==> src/rtl/xtea_enc_pkg.sv <==
package xtea_enc_pkg;
  localparam int unsigned WORD_W  = 32;
  localparam int unsigned KEY_N   = 4;
  localparam int unsigned SEL_W   = $clog2(KEY_N);
  localparam int unsigned HI_SEL_LSB = 11;
  localparam logic [WORD_W-1:0] DELTA = 32'h9E37_79B9;

  typedef logic [WORD_W-1:0] word_t;
  typedef logic [SEL_W-1:0]  ksel_t;

  // mixing term added to one half, built from the other half
  function automatic word_t mix_term(word_t other, word_t sum, word_t kw);
    word_t spread;
    spread = ((other << 4) ^ (other >> 5)) + other;
    return spread ^ (sum + kw);
  endfunction

  // key index for the first half-update (sum before increment)
  function automatic ksel_t sel_first(word_t sum);
    return sum[SEL_W-1:0];
  endfunction

  // key index for the second half-update (sum after increment)
  function automatic ksel_t sel_second(word_t sum);
    return sum[HI_SEL_LSB +: SEL_W];
  endfunction
endpackage

==> src/rtl/xtea_cycle.sv <==
module xtea_cycle
  import xtea_enc_pkg::*;
(
  input  word_t                    v0_i,
  input  word_t                    v1_i,
  input  word_t                    sum_i,
  input  logic [KEY_N*WORD_W-1:0]  key_i,
  output word_t                    v0_o,
  output word_t                    v1_o,
  output word_t                    sum_o
);
  word_t kw [KEY_N];
  ksel_t sel_a;
  ksel_t sel_b;
  word_t sum_next;
  word_t v0_next;

  for (genvar g = 0; g < KEY_N; g++) begin : g_kw
    assign kw[g] = key_i[g*WORD_W +: WORD_W];
  end

  always_comb begin
    sel_a    = sel_first(sum_i);
    v0_next  = v0_i + mix_term(v1_i, sum_i, kw[sel_a]);
    sum_next = sum_i + DELTA;
    sel_b    = sel_second(sum_next);
    v0_o     = v0_next;
    sum_o    = sum_next;
    v1_o     = v1_i + mix_term(v0_next, sum_next, kw[sel_b]);
  end
endmodule

==> src/rtl/xtea_seq.sv <==
module xtea_seq #(
  parameter int unsigned ROUNDS = 32
) (
  input  logic clk,
  input  logic rst_n,
  input  logic start_i,
  output logic accept_o,
  output logic step_o,
  output logic busy_o,
  output logic done_o
);
  localparam int unsigned CNT_W = (ROUNDS > 1) ? $clog2(ROUNDS) : 1;
  localparam logic [CNT_W-1:0] LAST = CNT_W'(ROUNDS - 1);

  logic [CNT_W-1:0] cnt_q;
  logic             last_step;

  assign accept_o  = start_i && !busy_o;
  assign last_step = busy_o && (cnt_q == LAST);
  assign step_o    = accept_o || busy_o;

  always_ff @(posedge clk or negedge rst_n) begin
    if (!rst_n) begin
      cnt_q  <= '0;
      busy_o <= 1'b0;
      done_o <= 1'b0;
    end else if (accept_o) begin
      cnt_q  <= CNT_W'(1);
      busy_o <= (ROUNDS > 1);
      done_o <= (ROUNDS == 1);
    end else if (busy_o) begin
      cnt_q  <= cnt_q + 1'b1;
      busy_o <= !last_step;
      done_o <= last_step;
    end else begin
      done_o <= 1'b0;
    end
  end


  done_idle_chk: assert property (@(posedge clk) disable iff (!rst_n)
    done_o |-> !busy_o);

  done_pulse_chk: assert property (@(posedge clk) disable iff (!rst_n)
    done_o |=> !done_o);

  last_done_chk: assert property (@(posedge clk) disable iff (!rst_n)
    last_step |=> done_o);

  busy_start_chk: assert property (@(posedge clk) disable iff (!rst_n)
    (busy_o && start_i && !last_step) |=> (busy_o && cnt_q == $past(cnt_q) + 1'b1));
endmodule

==> src/rtl/xtea_block_enc.sv <==
module xtea_block_enc
  import xtea_enc_pkg::*;
#(
  parameter int unsigned ROUNDS = 32
) (
  input  logic          clk,
  input  logic          rst_n,
  input  logic          start_i,
  input  logic [31:0]   half0_i,
  input  logic [31:0]   half1_i,
  input  logic [127:0]  key_i,
  output logic [31:0]   half0_o,
  output logic [31:0]   half1_o,
  output logic          done_o,
  output logic          busy_o
);
  localparam int unsigned KEY_W = KEY_N * WORD_W;

  logic             accept;
  logic             step;
  word_t            v0_q, v1_q, sum_q;
  logic [KEY_W-1:0] key_q;
  word_t            op_v0, op_v1, op_sum;
  logic [KEY_W-1:0] op_key;
  word_t            nx_v0, nx_v1, nx_sum;

  xtea_seq #(.ROUNDS(ROUNDS)) u_seq (
    .clk      (clk),
    .rst_n    (rst_n),
    .start_i  (start_i),
    .accept_o (accept),
    .step_o   (step),
    .busy_o   (busy_o),
    .done_o   (done_o)
  );

  // first cycle runs on the edge that accepts the start
  always_comb begin
    op_v0  = accept ? half0_i : v0_q;
    op_v1  = accept ? half1_i : v1_q;
    op_sum = accept ? '0      : sum_q;
    op_key = accept ? key_i   : key_q;
  end

  xtea_cycle u_cycle (
    .v0_i  (op_v0),
    .v1_i  (op_v1),
    .sum_i (op_sum),
    .key_i (op_key),
    .v0_o  (nx_v0),
    .v1_o  (nx_v1),
    .sum_o (nx_sum)
  );

  always_ff @(posedge clk or negedge rst_n) begin
    if (!rst_n) begin
      v0_q  <= '0;
      v1_q  <= '0;
      sum_q <= '0;
      key_q <= '0;
    end else if (step) begin
      v0_q  <= nx_v0;
      v1_q  <= nx_v1;
      sum_q <= nx_sum;
      if (accept) key_q <= key_i;
    end
  end

  assign half0_o = v0_q;
  assign half1_o = v1_q;


  sum_step_chk: assert property (@(posedge clk) disable iff (!rst_n)
    busy_o |=> (sum_q == $past(sum_q) + DELTA));

  key_hold_chk: assert property (@(posedge clk) disable iff (!rst_n)
    busy_o |=> (key_q == $past(key_q)));

  out_hold_chk: assert property (@(posedge clk) disable iff (!rst_n)
    (!busy_o && !start_i) |=> ($stable(half0_o) && $stable(half1_o)));

  first_sum_chk: assert property (@(posedge clk) disable iff (!rst_n)
    accept |=> (sum_q == DELTA));
endmodule

==> config.mk <==
export PLATFORM = sky130hd
export DESIGN_NAME = xtea_block_enc
export DESIGN_NICKNAME = d
export VERILOG_FILES = /design/src/rtl/xtea_enc_pkg.sv /design/src/rtl/xtea_cycle.sv /design/src/rtl/xtea_seq.sv /design/src/rtl/xtea_block_enc.sv
export SDC_FILE = /design/constraint.sdc
export NUM_CORES = 1
export LEC_CHECK = 0
export BUFFER_PORTS_ARGS = -buffer_cell sky130_fd_sc_hd__buf_2
export CAP_MARGIN = 20
export CORE_ASPECT_RATIO = 1.25
export CORE_MARGIN = 1.5
export CORE_UTILIZATION = 61
export DETAILED_ROUTE_END_ITERATION = 10
export GPL_TIMING_DRIVEN = 0
export PLACE_DENSITY_LB_ADDON = 0.1
export SLEW_MARGIN = 0
export SYNTH_ARGS = -nofsm -noshare
export SYNTH_HDL_FRONTEND = slang
export SYNTH_SLANG_ARGS = --single-unit
export TNS_END_PERCENT = 5
==> constraint.sdc <==
create_clock -name clk -period 12.5 [get_ports clk]
set_input_delay 2.5 -clock clk [delete_from_list [all_inputs] [get_ports clk]]
set_output_delay 2.5 -clock clk [all_outputs]
set_load 0.02 [all_outputs]
**Yosys cells after proc, flatten, opt, wreduce, memory -nomap -nowiden**

Index checks and enable logic that the tools add are counted.

- Add/subtract/negate cells: 8
- Equal/unequal tests: 1
- Bitwise logic cells: 6
- Multiplexer cells: 16
- Reduce and logical (&&, ||, !) cells: 6
- Magnitude comparators: 2

Operators by type and width:

| kind | number |
|---|---|
| two-way mux 32 bit | 7 |
| adder 32 bit | 6 |
| binary-select mux 32 bit (select 2 bit) | 2 |
| two-way mux 128 bit | 1 |
| bitwise XOR 32 x 27 -> 32 bit | 2 |
| bitwise XOR 32 bit | 2 |
| adder 32 bit (second input constant) | 1 |
| two-way mux 5 bit | 2 |
| greater-or-equal comparator 3 bit (second input constant) | 2 |
| NOT 2 -> 3 bit | 2 |
| adder 5 x 1 -> 5 bit (second input constant) | 1 |
| == test 5 bit (second input constant) | 1 |
| two-way mux 1 bit | 4 |
| logical AND 1 bit | 2 |
| logical NOT 1 bit | 2 |
| nonzero test 2 bit | 1 |
| logical OR 1 bit | 1 |

- Output and inout bits: 66
- Input bits: 195
- Word-level logic and storage cells: 46
- Bits in registers: 231

**Longest topological paths before layout**

- Depth in word-level cells: 14
- Depth in mapped cells: 53
- Mapped depth without buffers: 49

**By module**

From an unflattened synthesis, not the netlist that was laid out.

- Cell total of the unflattened synthesis: 2113
- Area total of the unflattened synthesis: 23118.4 um^2

Modules (own cells, without submodules):

| module | area an instance (um^2) | seq. area each (um^2) | instances | cells an instance |
|---|---|---|---|---|
| xtea_cycle | 11424.7 | 0.0 | 1 | 1365 |
| xtea_block_enc | 11378.4 | 5605.4 | 1 | 723 |
| xtea_seq | 315.3 | 175.2 | 1 | 25 |

**Worst setup path after synthesis**

Ideal clock, no wire load.

- Path kind: input -> register
- Start: in start_i
- End: reg v1_q[31], in the netlist half1_o[31]
- Arrival time: 11878 ps
- Slack: 546 ps
- Stages: 48
- Data required time: 12424 ps
- Buffers on the path: 7
- Library setup time: 76 ps
- Cell sequence: nand2b_1 -> clkbuf_1 -> clkbuf_1 -> buf_2 -> clkbuf_1 -> clkbuf_1 -> clkbuf_1 -> clkbuf_1 -> and2_1 -> ha_1 -> a21oi_1 -> nor2b_1 -> a31o_2 -> o21a_1 -> a41o_1 -> o41ai_2 -> xnor2_1 -> and3_1 -> [12 not listed] -> a211o_1 -> o21bai_1 -> a21o_1 -> a21o_1 -> a221o_1 -> a21o_1 -> a21o_1 -> a21o_1 -> a21oi_1 -> xnor2_1 -> ha_1 -> or2_2 -> a21oi_1 -> a31oi_1 -> a31oi_1 -> o21ai_0 -> xor3_1 -> o21ai_1

- Longest elaborated chain between the ends: 13
- Elaborated cells between the ends (all ways): 25
- Classes of those cells: add/sub: 7; mux: 10; bitwise: 6; reduce/logical: 2

Ends and longest elaborated chain:

| item | line | text |
|---|---|---|
| start, declared | xtea_block_enc.sv:8 | `input logic start_i,` |
| logical AND 1 bit * | xtea_seq.sv:18 | `assign accept_o = start_i && !busy_o;` |
| two-way mux 32 bit | xtea_block_enc.sv:41 | `op_sum = accept ? '0 : sum_q;` |
| NOT 2 -> 3 bit (implied by the code) | xtea_cycle.sv:24 | `v0_next = v0_i + mix_term(v1_i, sum_i, kw[sel_a]);` |
| binary-select mux 32 bit (select 2 bit) | xtea_cycle.sv:24 |  |
| two-way mux 32 bit (implied by the code) (2 in a row) | xtea_cycle.sv:24 |  |
| adder 32 bit | xtea_enc_pkg.sv:15 | `return spread ^ (sum + kw);` |
| bitwise XOR 32 bit | xtea_enc_pkg.sv:15 |  |
| adder 32 bit * | xtea_cycle.sv:24 |  |
| via nx_v0[18] | xtea_block_enc.sv:25 | `word_t nx_v0, nx_v1, nx_sum;` |
| bitwise XOR 32 x 27 -> 32 bit | xtea_enc_pkg.sv:14 | `spread = ((other << 4) ^ (other >> 5)) + other;` |
| adder 32 bit * | xtea_enc_pkg.sv:14 |  |
| bitwise XOR 32 bit * | xtea_enc_pkg.sv:15 |  |
| adder 32 bit * | xtea_cycle.sv:29 | `v1_o = v1_i + mix_term(v0_next, sum_next, kw[sel_b]);` |
| end signal, assigned | xtea_block_enc.sv:63 | `v1_q <= nx_v1;` |
| end, declared | xtea_block_enc.sv:21 | `word_t v0_q, v1_q, sum_q;` |

Mark *: on every way through the listed nets, which the timed path passes. The rest lies on a longest branch. The select of a mux whose other input is x is not followed.
A chain may end at the register's enable or synchronous reset.

**Worst setup path after layout**

Ends and elaborated chain as after synthesis.

==> flow_summary.toml <==
[timing]
worst_pin_slew_ns = 1.192
timing.fmax_ghz = 0.08137
post_route_hold_slack_ns = 0.4958
hold_violations = 0
slew_headroom_pct = 20.51
fin_skew_ns = 0.01809
setup_slack_ns = 0.2099
slew_viol_final = 0
setup_viol = 0
period_share_pct = 98.32
layout_min_cycle_time_ns = 12.29

[clock_network]
clock_tree.htree_level_count = 1
clock_latency_on_the_worst_skew_pair_ns = 0.58
cts-buffers-inserted = 26
cts.root.buffer_cell = "clkbuf_16"
max-clock-path-buffers = 3
clock_slew_at_reported_path_ffs_ns = 0.07
cts_hold_buffers = 0
clock_sink_count = 231
tritoncts = "yes"

[routing]
dr_total_vias = 22530
number_of_drc_violations_after_detailed_routing = 0
ant_nets = 0
drt_iter0_drc = 2278
routed_wire_length_per_instance_um = 23.04
drt_first_pass_iters = 6
avgViaCountPerCell = 6.287
drt-total-wl_um = 82540

[min_path]
min-delay-start = "half1_o[0]$_DFFE_PN0P_"
timing.hold.worst.class = "flip-flop to flip-flop"

[grt]
number_of_antenna_violations_at_the_first_check_in_global_routing = 0
grt.total_usage_pct = 44.65
first_global_vias = 21870
grt_max_degree = 114
grt_first_pass_wirelength_um = 122100
overflow = 0

[finish]
num-nets-final = 3495
filler_cell_count = 2775
utilization_pct = 72.73
drive_above_1_share_pct = 14.80
area.growth.synth_to_final_pct = 16.83
antenna_cells = 0
final_area_um2 = 25170

[outcome]
result_of_the_run = "complete, no violations"

[synthesis]
dominantRegCellSynth = "dfrtp_1"
synth-async-reset-ratio_pct = 100.0
synth_sequential_area_ratio_pct = 26.83
synth_cell_type_count = 78
postSynthRegisterBits = 231
yosysWarningCount = 0
cell_area_after_synthesis_um2 = 21550
synth_enable_flop_cells = 0
syn_avg_cell_area_um2 = 7.712
synth_cells = 2794
synth_fp_nets = 3193

[worst_setup_path]
timing_worst_setup_path_type = "input port to flip-flop"
critical-path-top-cell-by-count = "a21o_1"
regToRegStartpoint = "u_seq.busy_o$_DFF_PN0_"
timing.critical_path.max_delay_family = "compound AO/OA/AOI/OAI gates"
worst-path-max-fanout = 10
crit_path_max_incr_delay_ns = 0.41
critPathBufInv = 6
end_kind = "flip-flop"
slowest_cp_cell = "o41ai_4"
startpoint_class = "input port"
crit_required_ns = 13.00
timing.critical_path.from = "start_i"
worstPathArrival_ns = 12.79

[floorplanning]
chipHeight_um = 213.1
placementRows = 76
starting_density_of_the_core_pct = 62.25
core_um2 = 34610
dieArea_um2 = 36470
fp.dieW_um = 171.1
io_pins = 261

[placed_design]
io_buffer_count = 260
placedInstanceArea_um2 = 23500
gp_routability_congestion = 1.051
dp_hpwl_um = 64650
dp_slack_ns = -2.733

[job]
drv.max_cap_violation_count = 0
cells in the final DEF, fill, tap and decap left out, types with 9 or more instances in the layout:
cell type,netlist,layout
a211oi_1,19,18
a21boi_0,12,11
a21o_1,82,82
a21oi_1,195,183
a21oi_2,3,14
a221o_1,34,34
a31oi_1,24,17
and2_1,32,31
and3_1,11,11
buf_1,23,16
buf_2,2,262
buf_4,0,19
clkbuf_1,86,64
clkbuf_16,0,27
clkbuf_4,0,9
clkbuf_8,0,9
dfrtp_1,231,231
ha_1,198,191
inv_1,85,84
mux2i_1,52,45
nand2_1,775,773
nand2b_1,24,23
nand3_1,54,54
nand4_1,14,14
nor2_1,137,136
nor2b_1,20,18
nor3_1,24,24
o211ai_1,34,34
o21a_1,26,26
o21ai_0,126,121
o21ai_1,14,19
o21bai_1,25,22
or2_2,11,11
xnor2_1,204,192
xnor2_2,1,12
xor2_1,106,99
state kept, by name, indices dropped and copies added (netlist names):
signal,flops
u_seq.cnt_q,5
key_q,128
u_seq.busy_o,1
sum_q,32
half1_o,32
half0_o,32
u_seq.done_o,1
worst paths after layout:
path / end / slack (ns) / cells past startpoint
worst max register to register: half1_o[31]$_DFFE_PN0P_ / 1.70 / 48
worst max-delay path: half1_o[31]$_DFFE_PN0P_ / 0.21 / 49
worst min register to register: half1_o[0]$_DFFE_PN0P_ / 0.50 / 2
max in group asynchronous: key_q[54]$_DFFE_PN0P_ / 9.39 / 3
worst min-delay path: half1_o[0]$_DFFE_PN0P_ / 0.50 / 2
min in group asynchronous: half0_o[4]$_DFFE_PN0P_ / 1.82 / 1
cell families after synthesis:
kind of cell    count (synthesis)  synth area share [%]
compound gates                666                 20.17
buf+inv                       196                 3.426
fa+ha+maj                     204                 12.06
flops                         231                 26.83
xor+xnor                      313                 12.90
mux                            60                 2.886
simple gates                 1124                 21.74
metrics by stage:
step,setup TNS (ns),instances
3_5_place_dp,-37.79,3524
3_3_place_gp,-36.40,3522
5_1_grt,-0.1961,3583
6_report,0,3583
4_1_cts,0,3570
2_1_floorplan,0,2794
worst min-delay path, stage by stage (launching register included):
cell     delay (ns)
dfrtp_1        0.36
nand2_1        0.05
nand2_1        0.05
layer usage:
metal  up-vias  share of wire, %  global-route usage (%)
li1      10240                 -                       -
met2      1402                44                   71.56
met4         0               8.6                   33.03
met3       403                10                   9.342
met5         -                 0                       0
met1     10490                37                   52.79
timing repair:
item                       4_1_cts  5_1_grt
setup endpoints to repair       21       15
setup buffers                    2       12
pin swaps                        4       22
gates cloned                     0        0
gates resized for setup         78       90
layout make-up:
class                           count  area, um2  area share [%]
Multi-Input combinational cell   2367      15530           61.69
Clock inverter                     12      177.7          0.7058
Sequential cell                   231       5781           22.96
Buffer                            108      536.8           2.132
Inverter                           85      319.1           1.267
Tap cell                          468      585.6           2.326
Timing Repair Buffer              277       1489           5.915
Clock buffer                       35      755.7           3.002
cell usage after synthesis (14+ instances only):
master	instances	area share, %
nor3_1	24	0.56
nor2_1	137	2.4
nor2b_1	20	0.58
a21o_1	82	2.9
xor2_1	106	4.3
o21ai_1	14	0.33
clkbuf_1	86	1.5
o21bai_1	25	0.87
buf_1	23	0.40
and2_1	32	0.93
a221o_1	34	1.6
mux2i_1	52	2.4
o21a_1	26	0.91
nand4_1	14	0.41
ha_1	198	11
o211ai_1	34	1.2
a21oi_1	195	4.5
a31oi_1	24	0.70
xnor2_1	204	8.3
nand2b_1	24	0.70
dfrtp_1	231	27
nand3_1	54	1.3
inv_1	85	1.5
o21ai_0	126	2.9
nand2_1	775	14
a211oi_1	19	0.66
Power is left out: the tool's default activity adds up to more than one toggle a clock period on the data nets, which glitch-free logic cannot reach.
